<file path="config.mk">
export PLATFORM = sky130hd
export DESIGN_NAME = ipi_core_regs
export DESIGN_NICKNAME = d
export VERILOG_FILES = /design/src/rtl/ipi_regs_pkg.sv /design/src/rtl/ipi_addr_decode.sv /design/src/rtl/ipi_mailbox_bank.sv /design/src/rtl/ipi_irq_fsm.sv /design/src/rtl/ipi_core_regs.sv
export SDC_FILE = /design/constraint.sdc
export NUM_CORES = 1
export LEC_CHECK = 0
export BUFFER_PORTS_ARGS = -buffer_cell sky130_fd_sc_hd__buf_2
export CORE_AREA = 5 5 187 189
export CTS_BUF_LIST = sky130_fd_sc_hd__clkbuf_2
export CTS_CLUSTER_DIAMETER = 150
export DETAILED_ROUTE_END_ITERATION = 12
export DIE_AREA = 0 0 192 194
export GPL_TIMING_DRIVEN = 0
export PLACE_DENSITY = 0.66
export REMOVE_ABC_BUFFERS = 1
export SETUP_SLACK_MARGIN = 0.2
export SLEW_MARGIN = 20
export SYNTH_ARGS = -nofsm -noshare
export SYNTH_HDL_FRONTEND = slang
export SYNTH_SLANG_ARGS = --single-unit
</file>
<file path="constraint.sdc">
create_clock -name clk -period 4.45 [get_ports clk]
set_input_delay 0.89 -clock clk [delete_from_list [all_inputs] [get_ports clk]]
set_output_delay 0.89 -clock clk [all_outputs]
set_load 0.05 [all_outputs]
</file>
<file path="src/rtl/ipi_regs_pkg.sv">
package ipi_regs_pkg;

    localparam int OFF_W = 8;

    localparam logic [OFF_W-1:0] OFF_PENDING = 8'h00;
    localparam logic [OFF_W-1:0] OFF_ENABLE  = 8'h04;
    localparam logic [OFF_W-1:0] OFF_SET     = 8'h08;
    localparam logic [OFF_W-1:0] OFF_CLEAR   = 8'h0C;

    typedef enum logic {
        IRQ_QUIET  = 1'b0,
        IRQ_RAISED = 1'b1
    } irq_state_e;

    typedef enum logic [2:0] {
        TGT_NONE,
        TGT_PENDING,
        TGT_ENABLE,
        TGT_SET,
        TGT_CLEAR,
        TGT_MAILBOX
    } reg_target_e;

endpackage

</file>
<file path="src/rtl/ipi_addr_decode.sv">
module ipi_addr_decode
    import ipi_regs_pkg::*;
#(
    parameter int ADDR_W    = 16,
    parameter int MBX_WORDS = 8,
    parameter int MBX_BASE  = 32,
    localparam int IDX_W    = (MBX_WORDS > 1) ? $clog2(MBX_WORDS) : 1
) (
    input  logic [ADDR_W-1:0] offset_i,
    output reg_target_e       target_o,
    output logic [IDX_W-1:0]  mbx_idx_o
);

    localparam logic [OFF_W-1:0] MBX_LO = OFF_W'(MBX_BASE);
    localparam logic [OFF_W-1:0] MBX_HI = OFF_W'(MBX_BASE + 4 * MBX_WORDS - 1);

    logic [OFF_W-1:0] off;
    logic [OFF_W-1:0] rel;

    always_comb begin
        // Upper address bits are dropped here: only the low byte selects.
        off       = OFF_W'(offset_i);
        rel       = off - MBX_LO;
        mbx_idx_o = IDX_W'(rel >> 2);
        if (off >= MBX_LO && off <= MBX_HI) begin
            target_o = TGT_MAILBOX;
        end else begin
            unique case (off)
                OFF_PENDING: target_o = TGT_PENDING;
                OFF_ENABLE:  target_o = TGT_ENABLE;
                OFF_SET:     target_o = TGT_SET;
                OFF_CLEAR:   target_o = TGT_CLEAR;
                default:     target_o = TGT_NONE;
            endcase
        end
    end

endmodule

</file>
<file path="src/rtl/ipi_mailbox_bank.sv">
module ipi_mailbox_bank #(
    parameter int WORDS  = 8,
    parameter int DATA_W = 32,
    localparam int IDX_W = (WORDS > 1) ? $clog2(WORDS) : 1
) (
    input  logic              clk,
    input  logic              rst_n,
    input  logic              wr_en_i,
    input  logic [IDX_W-1:0]  wr_idx_i,
    input  logic [DATA_W-1:0] wdata_i,
    input  logic [IDX_W-1:0]  rd_idx_i,
    output logic [DATA_W-1:0] rd_data_o
);

    logic [DATA_W-1:0] word_q [WORDS];

    for (genvar g = 0; g < WORDS; g++) begin : g_word
        always_ff @(posedge clk or negedge rst_n) begin
            if (!rst_n) begin
                word_q[g] <= '0;
            end else if (wr_en_i && wr_idx_i == IDX_W'(g)) begin
                word_q[g] <= wdata_i;
            end
        end
    end

    always_comb begin
        rd_data_o = '0;
        for (int i = 0; i < WORDS; i++) begin
            if (rd_idx_i == IDX_W'(i)) rd_data_o = word_q[i];
        end
    end

endmodule

</file>
<file path="src/rtl/ipi_irq_fsm.sv">
module ipi_irq_fsm
    import ipi_regs_pkg::*;
#(
    parameter int DATA_W = 32
) (
    input  logic              clk,
    input  logic              rst_n,
    input  logic              set_evt_i,
    input  logic              clr_evt_i,
    input  logic [DATA_W-1:0] pending_nxt_i,
    input  logic [DATA_W-1:0] enable_i,
    output logic              irq_o
);

    irq_state_e state_q, state_d;

    logic raise_hit;
    logic drop_hit;

    always_comb begin
        raise_hit = set_evt_i && ((pending_nxt_i & enable_i) != '0);
        drop_hit  = clr_evt_i && (pending_nxt_i == '0) && (enable_i != '0);
    end

    always_comb begin
        state_d = state_q;
        unique case (state_q)
            IRQ_QUIET: begin
                if (raise_hit) state_d = IRQ_RAISED;   // RAISE
            end
            IRQ_RAISED: begin
                if (!raise_hit && drop_hit) state_d = IRQ_QUIET; // DROP
            end
            default: state_d = IRQ_QUIET;
        endcase
    end

    always_ff @(posedge clk or negedge rst_n) begin
        if (!rst_n) state_q <= IRQ_QUIET;
        else        state_q <= state_d;
    end

    always_comb begin
        irq_o = (state_q == IRQ_RAISED);
    end

endmodule

</file>
<file path="src/rtl/ipi_core_regs.sv">
module ipi_core_regs
    import ipi_regs_pkg::*;
#(
    parameter int ADDR_W    = 16,
    parameter int DATA_W    = 32,
    parameter int MBX_WORDS = 8,
    parameter int MBX_BASE  = 32
) (
    input  logic              clk,
    input  logic              rst_n,
    input  logic              acc_valid,
    input  logic              acc_write,
    input  logic [ADDR_W-1:0] acc_offset,
    input  logic [DATA_W-1:0] acc_wdata,
    output logic [DATA_W-1:0] acc_rdata,
    input  logic              rmt_set_valid,
    input  logic [DATA_W-1:0] rmt_set_bits,
    output logic              irq_o
);

    localparam int IDX_W = (MBX_WORDS > 1) ? $clog2(MBX_WORDS) : 1;

    reg_target_e       target;
    logic [IDX_W-1:0]  mbx_idx;
    logic [DATA_W-1:0] mbx_rdata;
    logic [DATA_W-1:0] pending_q, pending_nxt;
    logic [DATA_W-1:0] enable_q;
    logic              loc_wr, loc_rd;
    logic              set_wr, clr_wr, en_wr, mbx_wr;

    ipi_addr_decode #(
        .ADDR_W    (ADDR_W),
        .MBX_WORDS (MBX_WORDS),
        .MBX_BASE  (MBX_BASE)
    ) u_decode (
        .offset_i  (acc_offset),
        .target_o  (target),
        .mbx_idx_o (mbx_idx)
    );

    always_comb begin
        loc_wr = acc_valid && acc_write;
        loc_rd = acc_valid && !acc_write;
        set_wr = loc_wr && (target == TGT_SET);
        clr_wr = loc_wr && (target == TGT_CLEAR);
        en_wr  = loc_wr && (target == TGT_ENABLE);
        mbx_wr = loc_wr && (target == TGT_MAILBOX);
    end

    // Clear acts on the old value; both set sources are ORed in afterwards.
    always_comb begin
        pending_nxt = (pending_q & ~(clr_wr ? acc_wdata : '0))
                    | (set_wr ? acc_wdata : '0)
                    | (rmt_set_valid ? rmt_set_bits : '0);
    end

    always_ff @(posedge clk or negedge rst_n) begin
        if (!rst_n) begin
            pending_q <= '0;
            enable_q  <= '0;
        end else begin
            pending_q <= pending_nxt;
            if (en_wr) enable_q <= acc_wdata;
        end
    end

    ipi_mailbox_bank #(
        .WORDS  (MBX_WORDS),
        .DATA_W (DATA_W)
    ) u_mbx (
        .clk       (clk),
        .rst_n     (rst_n),
        .wr_en_i   (mbx_wr),
        .wr_idx_i  (mbx_idx),
        .wdata_i   (acc_wdata),
        .rd_idx_i  (mbx_idx),
        .rd_data_o (mbx_rdata)
    );

    ipi_irq_fsm #(
        .DATA_W (DATA_W)
    ) u_irq (
        .clk           (clk),
        .rst_n         (rst_n),
        .set_evt_i     (set_wr || rmt_set_valid),
        .clr_evt_i     (clr_wr),
        .pending_nxt_i (pending_nxt),
        .enable_i      (enable_q),
        .irq_o         (irq_o)
    );

    always_comb begin
        acc_rdata = '0;
        if (loc_rd) begin
            unique case (target)
                TGT_PENDING: acc_rdata = pending_q;
                TGT_ENABLE:  acc_rdata = enable_q;
                TGT_MAILBOX: acc_rdata = mbx_rdata;
                default:     acc_rdata = '0;
            endcase
        end
    end

endmodule

</file>
==> run metrics <==
die area=0.03725 sq mm; Mapped Area=0.01572 sq mm; Most used DFF post-synth=dfrtp_1; FF+latch area=0.008033 sq mm; WL/cell=22.90 microns; P&R area growth vs syn=14.40%; final hold vios=0; Root Driver=clkbuf_2; Routed Wire Length=44010 microns; post-route cell area=0.01798 sq mm; vias per cell=6.067; Overflow after GRT=0; commonest non-fill, non-tap cell in the layout=dfrtp_1; Core ar.=0.03311 sq mm; CTS HTree Levels=3; DRT Pass-1 Iters=5; Final Power=5.930 mW; placed cell areas=0.01707 sq mm; Arrival @ worst endpoint=3.26 ns; DRC Markers=0; FP Rows=67; setup violators final=0; Num CTS Buffers=86; I/O Buffers=109; hold path startpoint=rmt_set_bits[11]; vias in the first global route=11920; f_max=0.2409 GHz; layout net count=1495; HP Class=input pin to register; CTS tree=done; initial core utilization=47.46%; critical path required time=3.56 ns; first-pass GRT wire length=68550 microns; Worst R2R Path Depth=6; share of the synthesized area in the top cell type=51.11%; average cell area after synthesis=11.99 sq um; worst r2r src=pending_q[20]$_DFF_PN0_; R2R Setup Slk=2.36 ns; area of the multi-input gates=0.007284 sq mm; hold endpoint=pending_q[11]$_DFF_PN0_; Seq cells post-synth=321; via count=11660; Die Wd=192 microns; worst setup path class=input pin to primary output; Clk Latency, worst-skew pair=0.92 ns; initial antenna violation count=2; Tot GR Track Use=23.17%; RSZ-0062 raised after global routing=true; Setup Skew=0.04005 ns; CP Launch Type=input pin; Worst-path clk slew=0.09 ns; P_leak=8.602 nW; Routed Antenna Nets=0; worst vdd ir=0.0001735 V; initial DRC count=731; Rel. slew slack=41.00%; CP Capture Type=primary output; most frequent cells in the layout=dfrtp_1, mux2_2, clkbuf_2, buf_2, nor2_1; Area contributors post-synth=dfrtp_1, mux2_2, mux2i_1; # fillers=2922; worst reg2reg endpoint=u_irq.irq_o$_DFF_PN0_; EDFF count, synth=0; area leader, netlist=dfrtp_1; max cap viols=0; final cell count without fillers=1922; I/O Pins=118; Power Dens Cells=329.9 mW/mm^2; sequential area share after synthesis=51.11%; Period minus WS final=4.151 ns; Post-synth ARST share=100.0%; Post-Syn Instances=1311; placed wire-length estimate=28690 microns; layout cells sized above 1=41.06%; hold depth=2; max-slew violations=0; Synth Warn #=0; CTS max path bufs=3; routability cong.=0.8436; status=complete, no violations; Worst-Margin Slew=0.8819 ns; TritonCTS Sinks=321; CP Max Fanout=33; period utilization=93.27%; DP Cell Count=1762; largest net degree at the start of global routing=99; number of distinct library cells after synthesis=31; WHS=0.3381 ns; die height=194 microns
==> through the flow <==
step | setup WS, ns | utilization [%] | TNS [ns]
6_report | 0.2994 | 54.29 | 0
5_1_grt | 0.1966 | 54.29 | 0
4_1_cts | 0.2125 | 54.11 | 0
3_5_place_dp | -0.1777 | 51.55 | -3.651
3_3_place_gp | -5.105 | 49.16 | -2445.78
2_1_floorplan | -0.9733 | - | -100.81
==> routing by layer <==
| metal | routed length, microns | up-vias | part of all wire [%] | global-route usage [%] |
|---|---|---|---|---|
| li1 | - | 5197 | - | - |
| met1 | 19700 | 5958 | 45 | 32.75 |
| met2 | 20700 | 421 | 47 | 36.28 |
| met3 | 2523 | 84 | 5.7 | 4.393 |
| met4 | 1088 | 0 | 2.5 | 7.396 |
| met5 | 0 | - | 0 | 0 |
==> layout make-up <==
cell class / count / area share [%]
Antenna cell: 3 / 0.04176
Timing Repair Buffer: 152 / 7.516
Sequential cell: 321 / 44.68
Clock inverter: 13 / 0.3410
Clock buffer: 136 / 3.786
Tap cell: 448 / 3.118
Multi-Input combinational cell: 849 / 40.52
==> worst max-delay path by stage <==
| stage | startpoint | to | cells past startpoint |
|---|---|---|---|
| floorplan | acc_offset[3] | u_mbx.word_q[64]$_DFFE_PN0P_ | 3 |
| global placement | acc_offset[2] | u_mbx.word_q[238]$_DFFE_PN0P_ | 3 |
| detailed placement | acc_offset[2] | acc_rdata[3] | 10 |
| CTS | acc_offset[2] | acc_rdata[3] | 10 |
| global route | acc_offset[3] | acc_rdata[0] | 8 |
| finish | acc_offset[3] | acc_rdata[9] | 8 |
==> state kept, by name (all words and copies together) (netlist names) <==
register / count
pending_q: 32
enable_q: 32
u_irq.irq_o: 1
u_mbx.word_q: 256
==> kinds of logic (layout without fill, tap and decap cells) <==
logic type / Yosys count / after routing / share of synthesized area [%]
other: 0 / 3 / 0
AND/OR/NAND/NOR: 157 / 157 / 5.509
flip-flops: 321 / 321 / 51.11
buffers and inverters: 141 / 301 / 3.455
multiplexers: 352 / 352 / 24.71
AO/OA/AOI/OAI: 340 / 340 / 15.21
==> critical path: stages <==
cell and delay [ns]:
buf_6 0.17, buf_16 0.22, nand2_2 0.42, or2_4 0.55, o22ai_1 0.17, a211oi_1 0.32
o21a_1 0.18, buf_2 0.27
==> synth_stat cells (3+ instances only) <==
cell type,count
dfrtp_1,321
a21o_1,32
nand4_1,8
o21ai_0,65
buf_2,11
clkbuf_1,117
nand4b_1,32
nor4_1,18
a211oi_1,32
o31a_1,32
o21a_1,32
buf_1,13
a22oi_1,48
a21oi_1,33
nand2_1,6
nand3_1,5
nor2_1,75
nor2b_1,3
mux2_2,288
mux2i_1,64
a221o_1,32
o22ai_1,32
==> report_power, final <==
part           internal [mW]  total [mW]  switching, mW  leakage (nW)
sequential              3.11        3.21          0.103          4.22
combinational          0.320       0.694          0.375          3.79
clock                  0.797        2.02           1.22         0.590
total                   4.23        5.93           1.70          8.60
==> repair_timing <==
action | CTS | global route
endpoints found under the hold margin | 35 | 0
buffers inserted | 5 | 0
setup endpoints to repair | 32 | 31
resized for setup | 5 | 1
hold buffers | 1 | 0
gates cloned | 0 | 2
Power figures use the tool's default switching activity.
